===== config.mk =====
export PLATFORM = sky130hd
export DESIGN_NAME = alarm_irq_ctrl
export DESIGN_NICKNAME = d
export VERILOG_FILES = /design/src/rtl/alarm_irq_pkg.sv /design/src/rtl/alarm_sync.sv /design/src/rtl/sticky_bank.sv /design/src/rtl/alarm_irq_drv.sv /design/src/rtl/alarm_irq_ctrl.sv
export SDC_FILE = /design/constraint.sdc
export NUM_CORES = 1
export LEC_CHECK = 0
export CORE_UTILIZATION = 45
export CTS_BUF_LIST = sky130_fd_sc_hd__clkbuf_4 sky130_fd_sc_hd__clkbuf_8 sky130_fd_sc_hd__clkbuf_16
export CTS_CLUSTER_SIZE = 30
export DETAILED_ROUTE_END_ITERATION = 7
export PLACE_DENSITY_LB_ADDON = 0.1
export REMOVE_ABC_BUFFERS = 1
export SYNTH_ARGS = -nofsm -noshare
export SYNTH_HDL_FRONTEND = slang
export SYNTH_SLANG_ARGS = --single-unit
export TNS_END_PERCENT = 1

===== constraint.sdc =====
create_clock -name clk -period 2.5 [get_ports clk]
set_input_delay 0.5 -clock clk [delete_from_list [all_inputs] [get_ports clk]]
set_output_delay 0.5 -clock clk [all_outputs]
set_load 0.1 [all_outputs]

===== src/rtl/alarm_irq_pkg.sv =====
package alarm_irq_pkg;
  typedef enum logic [1:0] {
    ADDR_LIVE   = 2'd0,
    ADDR_STICKY = 2'd1,
    ADDR_MASK   = 2'd2,
    ADDR_RSVD   = 2'd3
  } reg_addr_e;
endpackage


===== src/rtl/alarm_sync.sv =====
module alarm_sync #(
  parameter int N      = 4,
  parameter int STAGES = 2
) (
  input  logic         clk,
  input  logic         rst_n,
  input  logic [N-1:0] raw,
  output logic [N-1:0] level,
  output logic [N-1:0] rise
);
  for (genvar gi = 0; gi < N; gi++) begin : g_bit
    logic [STAGES-1:0] chain;
    logic              prev;
    always_ff @(posedge clk or negedge rst_n) begin
      if (!rst_n) begin
        chain <= '0;
        prev  <= 1'b0;
      end else begin
        chain <= {chain[STAGES-2:0], raw[gi]};
        prev  <= chain[STAGES-1];
      end
    end
    assign level[gi] = chain[STAGES-1];
    assign rise[gi]  = chain[STAGES-1] & ~prev;
  end
endmodule


===== src/rtl/sticky_bank.sv =====
module sticky_bank #(
  parameter int N = 4
) (
  input  logic         clk,
  input  logic         rst_n,
  input  logic [N-1:0] set_i,
  input  logic [N-1:0] clr_i,
  output logic [N-1:0] sticky
);
  // a new edge wins over a clear landing on the same edge
  always_ff @(posedge clk or negedge rst_n) begin
    if (!rst_n) sticky <= '0;
    else        sticky <= (sticky & ~clr_i) | set_i;
  end
endmodule


===== src/rtl/alarm_irq_drv.sv =====
module alarm_irq_drv #(
  parameter int N = 4
) (
  input  logic [N-1:0] sticky,
  input  logic [N-1:0] mask,
  output logic         irq_n
);
  logic [N-1:0] pending;
  assign pending = sticky & ~mask;
  assign irq_n   = ~(|pending);
endmodule


===== src/rtl/alarm_irq_ctrl.sv =====
module alarm_irq_ctrl #(
  parameter int NUM_ALARMS  = 4,
  parameter int DATA_W      = 8,
  parameter int SYNC_STAGES = 2
) (
  input  logic                  clk,
  input  logic                  rst_n,
  input  logic [NUM_ALARMS-1:0] alarm_in,
  input  logic [1:0]            reg_addr,
  input  logic                  reg_wr_en,
  input  logic [DATA_W-1:0]     reg_wr_data,
  output logic [DATA_W-1:0]     reg_rd_data,
  output logic                  irq_n
);
  import alarm_irq_pkg::*;

  localparam int ALARM_LSB = DATA_W - NUM_ALARMS;

  logic [NUM_ALARMS-1:0] live_q, rise_w, sticky_q, mask_q, clr_w, wr_field;
  logic wr_sticky, wr_mask;

  assign wr_field  = reg_wr_data[DATA_W-1:ALARM_LSB];
  assign wr_sticky = reg_wr_en && (reg_addr == ADDR_STICKY);
  assign wr_mask   = reg_wr_en && (reg_addr == ADDR_MASK);
  assign clr_w     = wr_sticky ? wr_field : '0;

  alarm_sync #(.N(NUM_ALARMS), .STAGES(SYNC_STAGES)) sync_i (
    .clk(clk), .rst_n(rst_n), .raw(alarm_in), .level(live_q), .rise(rise_w)
  );

  sticky_bank #(.N(NUM_ALARMS)) bank_i (
    .clk(clk), .rst_n(rst_n), .set_i(rise_w), .clr_i(clr_w), .sticky(sticky_q)
  );

  always_ff @(posedge clk or negedge rst_n) begin
    if (!rst_n)       mask_q <= '0;
    else if (wr_mask) mask_q <= wr_field;
  end

  alarm_irq_drv #(.N(NUM_ALARMS)) drv_i (
    .sticky(sticky_q), .mask(mask_q), .irq_n(irq_n)
  );

  always_comb begin
    reg_rd_data = '0;
    case (reg_addr)
      ADDR_LIVE:   reg_rd_data[DATA_W-1:ALARM_LSB] = live_q;
      ADDR_STICKY: reg_rd_data[DATA_W-1:ALARM_LSB] = sticky_q;
      ADDR_MASK:   reg_rd_data[DATA_W-1:ALARM_LSB] = mask_q;
      default:     reg_rd_data = '0;
    endcase
  end
endmodule


[Yosys cells after proc, flatten, opt, wreduce, memory -nomap -nowiden]
Cells that the tools add are included.
Widths: inputs -> output; s select.
Word-level totals
  flip-flop bits (word level): 20
  input port bits: 17
  output and inout port bits: 9
  logic and storage cells: 32
Operators by class
  eq/ne operators: 2
  muxes and demuxes: 2
  bitwise logic cells: 14
  reductions and logical operators: 4
Operators with widths (count)
  $pmux 4 s3: 1
  $and 4x4->4: 2
  $not 4->4: 2
  $not 1->1: 5
  $and 1x1->1: 4
  $mux 4: 1
  $or 4x4->4: 1
  $reduce_or 4->1: 1
  $eq 2x1->1 const B: 1
  $eq 2x2->1 const B: 1
  $logic_and 1x1->1: 2
  $logic_not 2->1: 1

[Depth between registers and ports, before layout]
  depth after elaboration: 6
  gate-level depth with buffers: 3
  mapped depth without buffers: 2

[Cells and area by module]
Synthesis repeated with hierarchy kept, for this count alone.
Unflattened totals
  cell total of the unflattened synthesis: 65
  area, all modules: 919.6 um^2
Modules (own cells, without submodules)
  alarm_sync: instances 1, cells each 20, area each 385.4 um^2, seq. area each 300.3 um^2
  alarm_irq_ctrl: instances 1, cells each 28, area each 339.1 um^2, seq. area each 100.1 um^2
  sticky_bank: instances 1, cells each 12, area each 145.1 um^2, seq. area each 100.1 um^2
  alarm_irq_drv: instances 1, cells each 5, area each 50.0 um^2, seq. area each 0.0 um^2

[Worst setup path after synthesis]
No wires, ideal clock.
  path kind: reg-to-output
  start: register bank_i.sticky[0]
  end: output irq_n
  arrival: 3.836 ns
  required time: 2.000 ns
  path slack: -1.836 ns
  cell stages (with the launch flop): 3
  buffers on the path: 0
  path through: dfrtp_1 > nor2b_1 > a2111oi_1
On the way
  cells in the longest elaborated chain, start to end: 3
RTL lines
  start, declared: line sticky_bank.sv:8  | output logic [N-1:0] sticky
  start signal, assigned: line sticky_bank.sv:13  | else sticky <= (sticky & ~clr_i) | set_i;
  $and 4x4->4: line alarm_irq_drv.sv:9  | assign pending = sticky & ~mask;
  $reduce_or 4->1: line alarm_irq_drv.sv:10  | assign irq_n = ~(|pending);
  $not 1->1: line alarm_irq_drv.sv:10
  end, declared: line alarm_irq_ctrl.sv:13  | output logic irq_n
No other way between the ends.

[Worst setup path in the final report]
Same ends and word-level chain as after synthesis.

==> implementation parameters <==
Parameter                              Value

Global routing
  Wire length of the first global-routing pass ... 2110 microns
  Number of antenna violations at the first check in global routing ... 0
  Pin count of the biggest net entering global routing ... 21
  Global routing usage summed across all routing layers ... 14.7%
  Sum of overflow across all layers after global routing ... 0
  Vias in the first global route ... approximately 480

Timing
  Skew final ... between 6 and 7 ps
  Share of the clock period used by the worst path after layout ... approximately nine tenths
  Setup violation total in the final timing report ... 0
  Number of endpoints with negative hold slack in the final report ... 0
  Clock period minus final worst setup slack ... about 2300 ps
  Actual transition at the worst max-transition pin ... 703 ps
  Number of max-slew violations in the final report ... 0
  Unrepaired setup endpoints after global routing ... no
  Worst slew margin relative to its limit ... 53.0%
  Max Freq ... about 440 MHz
  Setup WS post-layout ... around 220 ps
  Total Negative Setup Slacks ... 0 ps

Synthesis
  Number of flip-flops and latches in the synthesized netlist ... 20
  Synthesized-area fraction occupied by adder cells ... 0%
  Post-synthesis mux area share ... between 10% and 20%
  Share of synthesized area occupied by flip-flops and latches ... 60.2%
  Largest family of logic cells by synthesized area ... multiplexers
  Netlist area before placement ... between 800 and 900 sq um
  Synthesized-area fraction occupied by xor and xnor cells ... 0%
  Complex-gate fraction of the synthesized area ... approximately a tenth
  Synthesized area per cell ... between 10 and 15 sq um
  Gate Count Post-Synth ... 58
  Simple logic cell fraction of the synthesized area ... 9.62%
  Unique masters post-synth ... 13
  Number of warnings printed during yosys synthesis ... 0

Drt
  Highest Signal Layer ... met4
  DRC Markers ... 0
  Total Routed Length ... about 1400 microns
  1st-pass router iterations ... 5
  Met3 wire len ... around 77 microns
  Routed via count ... just over 500
  Detailed Route Iter0 Violations ... 4
  Routed length on met2 ... roughly 630 microns
  Per-cell routed wire length ... 13.0 microns
  Total routed wire length on the met1 layer ... ~650 microns
  Antenna-violating nets left ... 0
  Vias/cell ... 4.78

Finish
  NumNets Final ... 99
  Antenna diode count ... 0
  Area added between synthesis and finish ... 34.6%
  Commonest non-fill, non-tap cells in the layout ... 20 x dfrtp_1, 12 x clkdlybuf4s50_1, 5 x inv_1, 5 x buf_12, 5 x buf_4
  Fillcell total ... 133
  Finished Layout Cells ... between 100 and 150
  Leading cell type in the layout, fill and taps excluded ... dfrtp_1
  Summed area of non-filler cells in the final layout ... about 1100 sq um
  Fraction of layout instances using a drive strength above 1 ... around a quarter

Outcome
  Run status ... finished, final reports clean

Placed design
  Routability Congestion ... 0.828
  IO Port Bufs ... 17
  Total half-perimeter wirelength after legalization and detailed placement ... a little under 1000 microns
  Placement Cell Area ... roughly 1100 sq um
  Worst slack at placement ... between 200 and 300 ps
  Cells after DPL ... slightly above 100

Floorplan
  Initial Utilization ... 48.2%
  Core Footprint ... 1730 sq um
  DIE AREA ... just over 2000 sq um
  Width of the die ... approximately 45 microns
  I/O pins ... 26
  Site Rows ... 15
  Die H ... 45 microns

Setup path
  Maximum fanout along the worst path ... 3
  Sort of element at the start of the critical path ... register
  CP Data Required Time ... roughly 2000 ps
  Arrival time at the worst endpoint ... between 1500 and 2000 ps
  Cells along the critical path ... nor2b_1 > a2111oi_1 > buf_12
  Slowest stage cell, crit path ... a2111oi_1
  Type of the worst setup path ... reg -> out
  Slowest stage delay, CP ... about 660 ps
  Endpoint kind of the worst setup timing path ... output port

Hold path
  Type of the tightest min-delay check ... reg -> reg

Clock network
  Postcts setup bufs ... 0
  Number of hold buffers added after CTS ... 0
  TritonCTS clock tree ... yes
  Maximum level of the CTS H-tree ... 1
  Worst-case clock buffer depth ... 2
  Clock Latency Late Sink ... roughly 290 ps
  Root cell of the clock tree ... clkbuf_4
  Resized cells post-CTS ... 0
  Total clock buffers created by CTS ... 3
  Clock-pin slew reported for the worst setup and hold paths after clock tree synthesis ... roughly 110 ps
  Number of clock sinks ... 20

Run
  Max-cap violation count ... 0

Power
  Maximum VDD drop ... between 0.5 and 0.6 mV
  Overall power ... around 0.00080 W
  Standby leakage power ... 0.522 nW
  Pwr/cell area ... 711 nW/um^2
[per-stage QoR]
step	hold slack, ps	utilization (%)
final	361	64.9
after global routing	370	64.9
after CTS	367	64.9
after detailed placement	337	62.8
after global placement	333	62.8
after floorplan	204	-
[worst max-delay path: cells and delay by family (launching register included)]
family                 cells  cell delay (ps)
AOI/OAI and AO/OA          1              660
buffers and inverters      1              260
DFF                        1              410
and+or+nand+nor            1              150
[cell type report]
| cell class | count | area, sq um | share of cell area, % |
|---|---|---|---|
| Clock buffer | 4 | 36.3 | 3.24 |
| Inverter | 5 | 18.8 | 1.68 |
| Multi-Input combinational cell | 30 | 275 | 24.6 |
| Sequential cell | 20 | 500 | 44.7 |
| Tap cell | 25 | 31.3 | 2.79 |
| Timing Repair Buffer | 22 | 258 | 23.0 |
[worst paths after layout]
path	slack, ps	cells past startpoint	endpoint	start
max	220	3	irq_n	bank_i.sticky[0]
min	360	0	sync_i.g_bit[1].chain[1]	sync_i.g_bit[1].chain[0]
max reg2reg	1720	1	mask_q[0]	mask_q[0]
min reg2reg	360	0	sync_i.g_bit[1].chain[1]	sync_i.g_bit[1].chain[0]
max in group asynchronous	1760	2	mask_q[3]	rst_n
min in group asynchronous	530	2	mask_q[0]	rst_n
[where the power goes]
part           switching (W)  internal [W]  total (W)  leakage [nW]
Combinational       0.000147     0.0000980   0.000245         0.275
Clock              0.0000913     0.0000887   0.000180        0.0210
Sequential         0.0000191      0.000352   0.000371         0.227
Total               0.000258      0.000538   0.000796         0.522
[flip-flops by register name, indices dropped and copies added (netlist names)]
name and cells:
bank_i.sticky 4, mask_q 4, sync_i.g_bit.chain 8, sync_i.g_bit.prev 4
[layer usage]
metal / track usage (%) / vias up
li1: - / 239
met1: 21.6 / 249
met2: 20.3 / 17
met3: 3.60 / 2
met4: 7.27 / 0
met5: 0 / -
[cell families after synthesis]
logic type	after synthesis
simple gates	9
buf+inv	11
other cells	1
compound gates	9
flops	20
mux	8
[synth_stat cells, drive strengths merged]
master | count | area share, %
dfrtp | 20 | 60
buf | 6 | 5.9
inv | 5 | 2.3
a22o | 4 | 4.2
mux2 | 4 | 7.2
mux2i | 4 | 4.8
nand4b | 4 | 4.2
nor2b | 4 | 3.0
o2bb2ai | 4 | 4.2
a2111oi | 1 | 1.2
conb | 1 | 0.45
nand3b | 1 | 2.4
(Power assumes the default switching activity.)
